**src/rtl/drs_pkg.sv**
```systemverilog
package drs_pkg;
  localparam int unsigned DRS_ROWS      = 8;
  localparam int unsigned DRS_EDO_ROWS  = 6;
  localparam int unsigned DRS_ADDR_W    = 32;
  localparam int unsigned DRS_BOUND_W   = 8;
  localparam int unsigned DRS_GRAN_LOG2 = 23;

  typedef enum logic {
    MEM_SDRAM = 1'b0,
    MEM_EDO   = 1'b1
  } mem_kind_e;

  function automatic int unsigned drs_max(input int unsigned a, input int unsigned b);
    return (a > b) ? a : b;
  endfunction
endpackage

```
**src/rtl/drs_bound_cmp.sv**
```systemverilog
module drs_bound_cmp #(
  parameter int unsigned ROWS    = drs_pkg::DRS_ROWS,
  parameter int unsigned BOUND_W = drs_pkg::DRS_BOUND_W,
  parameter int unsigned UP_W    = drs_pkg::DRS_ADDR_W - drs_pkg::DRS_GRAN_LOG2
) (
  input  logic [UP_W-1:0]         upper,
  input  logic [ROWS*BOUND_W-1:0] bounds,
  output logic [ROWS-1:0]         below
);
  localparam int unsigned CMP_W = drs_pkg::drs_max(UP_W, BOUND_W);

  logic [CMP_W-1:0] up_ext;
  assign up_ext = CMP_W'(upper);

  for (genvar i = 0; i < ROWS; i++) begin : g_cmp
    logic [CMP_W-1:0] b_ext;
    assign b_ext    = CMP_W'(bounds[i*BOUND_W +: BOUND_W]);
    assign below[i] = (up_ext < b_ext);
  end
endmodule

```
**src/rtl/drs_first_row.sv**
```systemverilog
module drs_first_row #(
  parameter int unsigned ROWS     = drs_pkg::DRS_ROWS,
  parameter int unsigned EDO_ROWS = drs_pkg::DRS_EDO_ROWS
) (
  input  logic [ROWS-1:0] below,
  input  drs_pkg::mem_kind_e kind,
  output logic [ROWS-1:0] sel,
  output logic            none
);
  logic [ROWS-1:0] usable;

  for (genvar i = 0; i < ROWS; i++) begin : g_pick
    if (i >= EDO_ROWS) begin : g_limited
      assign usable[i] = (kind == drs_pkg::MEM_SDRAM);
    end else begin : g_always
      assign usable[i] = 1'b1;
    end
    if (i == 0) begin : g_first
      assign sel[i] = below[i] & usable[i];
    end else begin : g_rest
      assign sel[i] = below[i] & ~below[i-1] & usable[i];
    end
  end

  assign none = ~|sel;
endmodule

```
**src/rtl/drs_cs_pairs.sv**
```systemverilog
module drs_cs_pairs #(
  parameter int unsigned ROWS = drs_pkg::DRS_ROWS
) (
  input  logic              clk,
  input  logic              rst_n,
  input  logic              take,
  input  logic [ROWS-1:0]   sel,
  output logic [2*ROWS-1:0] cs_n
);
  for (genvar i = 0; i < ROWS; i++) begin : g_pair
    logic act;
    assign act = take & sel[i];
    always_ff @(posedge clk or negedge rst_n) begin
      if (!rst_n) cs_n[2*i +: 2] <= 2'b11;
      else        cs_n[2*i +: 2] <= {2{~act}};
    end
  end
endmodule

```
**src/rtl/dram_row_select.sv**
```systemverilog
module dram_row_select #(
  parameter int unsigned ROWS      = drs_pkg::DRS_ROWS,
  parameter int unsigned EDO_ROWS  = drs_pkg::DRS_EDO_ROWS,
  parameter int unsigned ADDR_W    = drs_pkg::DRS_ADDR_W,
  parameter int unsigned BOUND_W   = drs_pkg::DRS_BOUND_W,
  parameter int unsigned GRAN_LOG2 = drs_pkg::DRS_GRAN_LOG2
) (
  input  logic                    clk,
  input  logic                    rst_n,
  input  logic                    req_valid,
  input  logic [ADDR_W-1:0]       req_addr,
  input  logic [ROWS*BOUND_W-1:0] row_bound,
  input  logic                    mem_edo,
  output logic                    rsp_valid,
  output logic [ROWS-1:0]         row_hit,
  output logic [2*ROWS-1:0]       cs_n,
  output logic                    addr_oor
);
  localparam int unsigned UP_W = ADDR_W - GRAN_LOG2;

  drs_pkg::mem_kind_e kind;
  logic [UP_W-1:0]    upper;
  logic [ROWS-1:0]    below;
  logic [ROWS-1:0]    sel;
  logic               none;

  assign kind  = mem_edo ? drs_pkg::MEM_EDO : drs_pkg::MEM_SDRAM;
  assign upper = req_addr[ADDR_W-1:GRAN_LOG2];

  drs_bound_cmp #(.ROWS(ROWS), .BOUND_W(BOUND_W), .UP_W(UP_W)) u_cmp (
    .upper (upper),
    .bounds(row_bound),
    .below (below)
  );

  drs_first_row #(.ROWS(ROWS), .EDO_ROWS(EDO_ROWS)) u_pick (
    .below(below),
    .kind (kind),
    .sel  (sel),
    .none (none)
  );

  drs_cs_pairs #(.ROWS(ROWS)) u_cs (
    .clk  (clk),
    .rst_n(rst_n),
    .take (req_valid),
    .sel  (sel),
    .cs_n (cs_n)
  );

  always_ff @(posedge clk or negedge rst_n) begin
    if (!rst_n) begin
      rsp_valid <= 1'b0;
      row_hit   <= '0;
      addr_oor  <= 1'b0;
    end else begin
      rsp_valid <= req_valid;
      row_hit   <= req_valid ? sel : '0;
      addr_oor  <= req_valid & none;
    end
  end

  AST_ONE_ROW: assert property (@(posedge clk) disable iff (!rst_n) $onehot0(row_hit));
  AST_LATENCY: assert property (@(posedge clk) disable iff (!rst_n) rsp_valid == $past(req_valid));
  AST_IDLE_QUIET: assert property (@(posedge clk) disable iff (!rst_n) !req_valid |=> (&cs_n && row_hit == '0 && !addr_oor));
  AST_OOR_NO_CS: assert property (@(posedge clk) disable iff (!rst_n) addr_oor |-> (&cs_n && row_hit == '0));
  AST_EDO_LIMIT: assert property (@(posedge clk) disable iff (!rst_n) mem_edo |=> row_hit[ROWS-1:EDO_ROWS] == '0);

  for (genvar i = 0; i < ROWS; i++) begin : g_chk
    AST_PAIR_MATCH: assert property (@(posedge clk) disable iff (!rst_n)
      (cs_n[2*i] == ~row_hit[i]) && (cs_n[2*i+1] == ~row_hit[i]));
  end
endmodule

```
**config.mk**
```make
export PLATFORM = sky130hd
export DESIGN_NAME = dram_row_select
export DESIGN_NICKNAME = d
export VERILOG_FILES = /design/src/rtl/drs_pkg.sv /design/src/rtl/drs_bound_cmp.sv /design/src/rtl/drs_first_row.sv /design/src/rtl/drs_cs_pairs.sv /design/src/rtl/dram_row_select.sv
export SDC_FILE = /design/constraint.sdc
export NUM_CORES = 1
export LEC_CHECK = 0
export BUFFER_PORTS_ARGS = -buffer_cell sky130_fd_sc_hd__buf_2
export CAP_MARGIN = 20
export CORE_UTILIZATION = 48
export CTS_CLUSTER_DIAMETER = 40
export CTS_CLUSTER_SIZE = 24
export DETAILED_ROUTE_END_ITERATION = 12
export GPL_TIMING_DRIVEN = 0
export PLACE_DENSITY = 0.92
export SLEW_MARGIN = 0
export SYNTH_ARGS = -nofsm -noshare
export SYNTH_HDL_FRONTEND = slang
export SYNTH_SLANG_ARGS = --single-unit
```
**constraint.sdc**
```tcl
create_clock -name clk -period 1.6 [get_ports clk]
set_clock_uncertainty 0.1 [all_clocks]
set_input_delay 0.32 -clock clk [delete_from_list [all_inputs] [get_ports clk]]
set_output_delay 0.32 -clock clk [all_outputs]
set_load 0.02 [all_outputs]
```
==> results.txt, run 1 <==
----------------------------------------------------
[Run status]
  Status ... complete, but fails checks
  Violations in the final reports ... setup timing

[Routing]
  Via Count ... 2,198
  First drt pass iteration count ... 4
  Routed Antenna Nets ... 0
  DRT Wirelength ... 6450 microns
  Drt wl/cell ... 15.9 microns
  Count of unresolved DRC violations after routing ... 0
  Via/cell ratio ... 5.41
  1st-iter DRT viols ... 120

[Floorplanning]
  Initial Util ... 51.4%
  Die Width ... 68.1 microns
  Total Die Area ... 4640 sq um
  Die extent in y ... 68.1 microns
  Number of top-level design ports ... 126
  Placeable core area ... 4090 sq um
  Count of standard-cell rows ... 23

[Yosys]
  Parity-gate share of the synthesized area counting xor and xnor cells ... 0%
  Post-synthesis share of cell area spent on full adders, half adders and majority gates ... 33.4%
  Cell type with the highest aggregate area in the netlist ... sky130_fd_sc_hd__ha_1
  Main combinational cell family by area after synthesis ... adder cells
  Syn Nets ... 396
  Most frequent cell after synthesis ... sky130_fd_sc_hd__inv_1
  Share of flip-flops with an asynchronous set or reset ... 100%
  Dominant synthesized flop cell ... sky130_fd_sc_hd__dfrtp_1
  Mean instance size in the synthesized netlist ... 8.75 sq um
  Synthesized instance count ... 240
  FF+latch count, synth ... 18
  Synthesized-area fraction occupied by ao, oa, aoi and oai cells ... 16.7%
  Number of flops mapped to enable cells by yosys ... 0
  Mux contribution to synthesized area ... 0%
  Dominant cells by area after synthesis ... sky130_fd_sc_hd__ha_1, sky130_fd_sc_hd__dfrtp_1, sky130_fd_sc_hd__inv_1
  Ranking of synthesized cells by instance count ... sky130_fd_sc_hd__inv_1, sky130_fd_sc_hd__ha_1, sky130_fd_sc_hd__o21ai_0
  Simple-gate share of the synthesized area ... 13.6%
  Post-synth top area share ... 33.4%
  Ys Warns ... 0
  Sequential-to-total area share from yosys stat ... 21.9%
  Unique masters post-synth ... 46
  Cell area after synthesis ... 2100 sq um

[STA]
  Slew HR ... 67.8%
  Measured slew at the worst slew-check pin ... 479 ps
  Final number of max-transition violations ... 0
  Setup repair after global routing missed its margin ... yes
  Upper clock frequency limit ... 0.508 GHz
  Hold Violations, Final ... 0
  Smallest setup slack after layout ... -369 ps
  Worst Hold Margin ... 131 ps
  Period Utilization, post-route ... 123%
  Final setup viols ... 13
  Final-layout setup total negative slack ... -1640 ps
  Period minus WS final ... 1970 ps

[Critical path]
  CP Class ... input pin to register
  CP Launch Point ... req_addr[26]
  Cell class contributing the biggest share of worst-path delay ... simple AND/OR/NAND/NOR gates
  Standard cell with the maximum stage delay on the critical path ... sky130_fd_sc_hd__or3b_4
  Slowest Stage Delay on Critical Path ... 420 ps
  Buffer and inverter count on the worst path ... 1
  CP Data Arrival Time ... 2020 ps
  Worst EP required ... 1650 ps
  End point of the critical path ... addr_oor
  Cells along the critical path ... buf_12 > ha_1 > o21a_1 > nor2_1 > o31a_1 > nand2b_4 > or3b_4 > nor4b_4
  Path length in cells of the critical path ... 8
  Endpoint kind of the worst setup timing path ... register
  Type of origin of the critical path ... input pin
  Worst-path maximum fanout ... 8

[Global route]
  Residual overflow from global routing ... 0
  Via count of the first global-routing pass ... 2,112
  Number of antenna violations at the first check in global routing ... 0
  First-pass GRT wire length ... 8750 microns
  All-Layer GR Usage ... 25.3%
  Largest net degree at the start of global routing ... 19

[Clock network]
  Clock tree from TritonCTS ... yes
  # clock sinks ... 18
  Number of buffers on the longest clock path ... 2
  Total number of H-tree levels ... 1
  Clock-pin slew of the registers on the worst-case setup and hold paths ... 60 ps
  Inserted Clock Buffers ... 3
  Root Buffer ... sky130_fd_sc_hd__clkbuf_8

[Layout]
  Ratio of cells with drive above 1 in the final layout ... 55.6%
  Area Overhead vs Synth ... 62.5%
  # diodes ... 0
  Post-layout nets ... 513

[Power and ir drop]
  Worst IR drop on VDD ... 0.250 mV
  Overall power ... 1.69 mW
  Power density over cell area ... 496 nW/um^2
  Leakage power ... 1.81 nW

[Placement]
  Port Buffers ... 102
  Routability Congestion ... 0.797
  Estimated wirelength of the detail-placed design ... 4440 microns

[Hold path]
  Path category of the worst min-delay check ... input pin to register
  Worst Hold Path Cells ... 1

[Flow run]
  Maximum capacitance violations ... 0

----------------------------------------------------
==> report_power, final <==
group / switching (mW) / total (mW) / leakage (nW) / internal (mW)
registers: 0.00726 / 0.493 / 0.218 / 0.486
logic: 0.423 / 0.840 / 1.57 / 0.417
clock network: 0.139 / 0.357 / 0.0288 / 0.218
==> routing by layer <==
metal / vias up / share of wire [%] / track usage [%]
met3: 32 / 6.0 / 3.00
met1: 997 / 36 / 24.9
met5: - / 0 / 0
met4: 0 / 4.6 / 14.1
met2: 114 / 53 / 49.9
li1: 1055 / - / -
==> cell type report <==
class / instances / area [sq um]
sequential: 18 / 460
buffer: 10 / 68.8
inverter: 62 / 248
clock buffer: 4 / 55.1
multi-input combinational: 150 / 1820
fill: 218 / 674
tap: 50 / 62.6
timing repair buffer: 112 / 694
==> cells in the final DEF, fill, tap and decap left out, drive strengths merged, types with 3 or more instances in the layout <==
master   instances
and3             3
a2111oi          5
dfstp            8
ha              56
a211oi           4
o21ai           11
a21oi            7
nor2             4
inv             62
nand3            5
o21a             3
buf            119
nand2            6
a21o             8
clkbuf           6
dfrtp           10
nand2b           8
==> flip-flops by register name, summed over array words and instances (netlist names) <==
signal and cells:
u_cs.cs_n 8, rsp_valid 1, row_hit 8, addr_oor 1
==> per-stage QoR <==
| step | cells | setup slack (ps) | utilization (%) | cell area, sq um |
|---|---|---|---|---|
| 6_report | 406 | -369 | 83.5 | 3410 |
| 5_1_grt | 406 | -410 | 83.5 | 3410 |
| 4_1_cts | 399 | -406 | 76.4 | 3120 |
| 3_5_place_dp | 392 | -781 | 67.4 | 2750 |
| 3_3_place_gp | 392 | -655 | 67.4 | 2750 |
| 2_1_floorplan | 240 | -327 | - | 2180 |
==> how the worst min path moves through the flow <==
stage                     startpoint    endpoint  slack (ps)
after floorplan                rst_n    addr_oor         -80
after global placement         rst_n  row_hit[1]         150
after detailed placement       rst_n  row_hit[0]         150
after CTS                  req_valid   rsp_valid         130
after global routing       req_valid   rsp_valid         140
final                      req_valid   rsp_valid         130
==> what timing repair did <==
| item | in CTS | in global routing |
|---|---|---|
| setup buffers | 2 | 7 |
| setup endpoints to repair | 17 | 16 |
| hold endpoints to repair | 10 | 0 |
| gates resized for setup | 55 | 42 |
| hold buffers | 1 | 0 |
| cloned | 0 | 0 |
| pin swaps | 11 | 13 |
==> cell families after synthesis <==
group           count (synthesis)
fa+ha+maj                      56
flops                          18
compound gates                 49
simple gates                   45
buf+inv                        72
Note: power is estimated with default switching activity, not from simulation.
==> inputs of run 2 (changes only) <==
- SETUP_SLACK_MARGIN: not set -> 0.1
==> run 2 against run 1 <==
  * The flow still finishes with violations (setup timing)
  * Sequential share of layout area shrank 0.21 points
  * Largest power group unchanged
  * Largest cell class unchanged
  * Fmax grew 1.8%
  * Setup slack gained 35 ps
  * Critical path type unchanged
  * Global-route usage shrank 0.37 points
==> results.txt, run 2 (synthesis results as in run 1) <==
----------------------------------------------------
[Global route]
  First-pass GRT wire length ... 8650 microns (-1.1%)
  All-Layer GR Usage ... 24.9% (-0.37 points)
  Global routing met2 resource utilization ... 46.8% (-3.1 points)
  Global routing met1 resource utilization ... 27.1% (+2.1 points)
  Number of antenna violations at the first check in global routing ... 0 (unchanged)
  Via count of the first global-routing pass ... 2,036 (-3.6%)
  Grt met3 use ... 3.50% (+0.50 points)
  Residual overflow from global routing ... 0 (unchanged)
  Busiest layer in global routing ... met2
  Largest net degree at the start of global routing ... 19 (unchanged)

[Routing]
  DRT Wirelength ... 5840 microns (-9.5%)
  Via Count ... 2,169 (-1.3%)
  Count of unresolved DRC violations after routing ... 0 (unchanged)
  First drt pass iteration count ... 4 (unchanged)
  Drt wl/cell ... 14.3 microns (-10%)
  Routed Antenna Nets ... 0 (unchanged)
  1st-iter DRT viols ... 65 (-46%)
  Via/cell ratio ... 5.32 (-1.8%)

[Layout]
  FILL cells ... 216 (-0.92%)
  Ratio of cells with drive above 1 in the final layout ... 55.0% (-0.59 points)
  Leading cell types in the layout, fill and taps excluded ... sky130_fd_sc_hd__buf_2, sky130_fd_sc_hd__inv_1, sky130_fd_sc_hd__ha_1
  # diodes ... 0 (unchanged)
  Post-layout nets ... 516 (+0.58%)
  Most common library cell in the layout ignoring fill and taps ... sky130_fd_sc_hd__buf_2
  Area Overhead vs Synth ... 65.1%
  Total non-filler cell area in the finished layout ... 3470 sq um (+1.6%)
  Registers with the most flip-flops ... row_hit: 8 flops, u_cs.cs_n: 8 flops
  Final design utilization ... 84.8% (+1.3 points)

[Critical path]
  CP Class ... input pin to register
  CP Data Arrival Time ... 2000 ps (-20 ps)
  Cells along the critical path ... buf_12 > ha_4 > o21a_1 > o2111ai_1 > nor4b_1 > nand3b_1 > or3b_4 > nor4b_4
  Endpoint kind of the worst setup timing path ... register
  Buffer and inverter count on the worst path ... 1 (unchanged)
  Worst-path maximum fanout ... 5 (-3)
  Standard cell with the maximum stage delay on the critical path ... sky130_fd_sc_hd__or3b_4
  Worst EP required ... 1670 ps (+20 ps)
  Slowest Stage Delay on Critical Path ... 400 ps (-20 ps)
  Type of origin of the critical path ... input pin
  Cell class contributing the biggest share of worst-path delay ... simple AND/OR/NAND/NOR gates

[STA]
  Final setup viols ... 14 (+1)
  Setup repair after global routing missed its margin ... yes
  Final number of max-transition violations ... 0 (unchanged)
  Upper clock frequency limit ... 0.517 GHz (+1.8%)
  Slew HR ... 66.8% (-0.98 points)
  Hold Violations, Final ... 0 (unchanged)
  Final-layout setup total negative slack ... -1980 ps (-341 ps)
  Period Utilization, post-route ... 121% (-2.2 points)
  Worst Hold Margin ... 130 ps (-1.04 ps)
  Period minus WS final ... 1930 ps (-35.1 ps)
  Measured slew at the worst slew-check pin ... 498 ps (+19.2 ps)
  Smallest setup slack after layout ... -334 ps (+35.1 ps)

[Floorplanning]
  Number of top-level design ports ... 126 (unchanged)
  Die Width ... 68.1 microns (unchanged)
  Placeable core area ... 4090 sq um (unchanged)
  Die extent in y ... 68.1 microns (unchanged)
  Count of standard-cell rows ... 23 (unchanged)
  Total Die Area ... 4640 sq um (unchanged)
  Initial Util ... 51.4% (unchanged)

[Placement]
  Estimated wirelength of the detail-placed design ... 4250 microns (-4.4%)
  Worst-case setup slack after placement ... -679 ps (+102 ps)
  Port Buffers ... 102 (unchanged)
  Routability Congestion ... 0.808 (+1.3%)
  Cell area reported after detailed placement ... 2810 sq um (+1.9%)

[Flow run]
  Maximum capacitance violations ... 0 (unchanged)

[Power and ir drop]
  Leakage power ... 1.83 nW (+0.63%)
  Power density over cell area ... 469 nW/um^2 (-5.4%)
  Worst IR drop on VDD ... 0.225 mV (-10%)

[Clock network]
  Number of buffers on the longest clock path ... 2 (unchanged)
  Total number of H-tree levels ... 1 (unchanged)
  Clock-pin slew of the registers on the worst-case setup and hold paths ... 60 ps (about the same)
  Clock tree from TritonCTS ... yes
  # clock sinks ... 18 (unchanged)
  Inserted Clock Buffers ... 3 (unchanged)
  Root Buffer ... sky130_fd_sc_hd__clkbuf_8

[Hold path]
  Path category of the worst min-delay check ... input pin to register

[Run status]
  Status ... complete, but fails checks
  Violations in the final reports ... setup timing

----------------------------------------------------
[run 2: per-layer routing]
metal | vias to the layer above | wire length (microns)
met1 | 993 | 2220
met2 | 96 | 3050
li1 | 1055 | -
met5 | - | 0
met4 | 0 | 212
met3 | 25 | 356
[run 2: repair_timing]
item	CTS	global route
setup buffers	9	5
hold buffers	1	0
gates cloned	0	0
setup endpoints to repair	17	17
hold endpoints to repair	10	0
pin swaps	21	21
gates resized for setup	76	20
[run 2: area by class of cell]
type                            instances  area, sq um  share of cell area, %
Buffer                                 10         67.6                   1.95
Clock buffer                            3         41.3                   1.19
Inverter                               62          280                   8.08
Multi-Input combinational cell        150         1800                   52.0
Sequential cell                        18          460                   13.3
Tap cell                               50         62.6                   1.80
Timing Repair Buffer                  115          752                   21.7
[run 2: final timing paths]
kind	slack (ps)	to	startpoint	cells past startpoint
max in group asynchronous	690	u_cs.cs_n[12]	rst_n	2
min in group asynchronous	410	row_hit[2]	rst_n	2
min	130	rsp_valid	req_valid	1
max	-330	addr_oor	req_addr[26]	8
[run 2: per-stage QoR]
stage,instances,total power [mW]
2_1_floorplan,240,0.865
3_3_place_gp,392,1.08
3_5_place_dp,392,1.11
4_1_cts,404,1.57
5_1_grt,408,1.75
6_report,408,1.62
[run 2: power by group]
part           internal (mW)  switching, mW  leakage [nW]
clock network          0.167          0.137        0.0216
registers              0.486        0.00714         0.218
logic                  0.423          0.404          1.59
total                   1.08          0.548          1.83
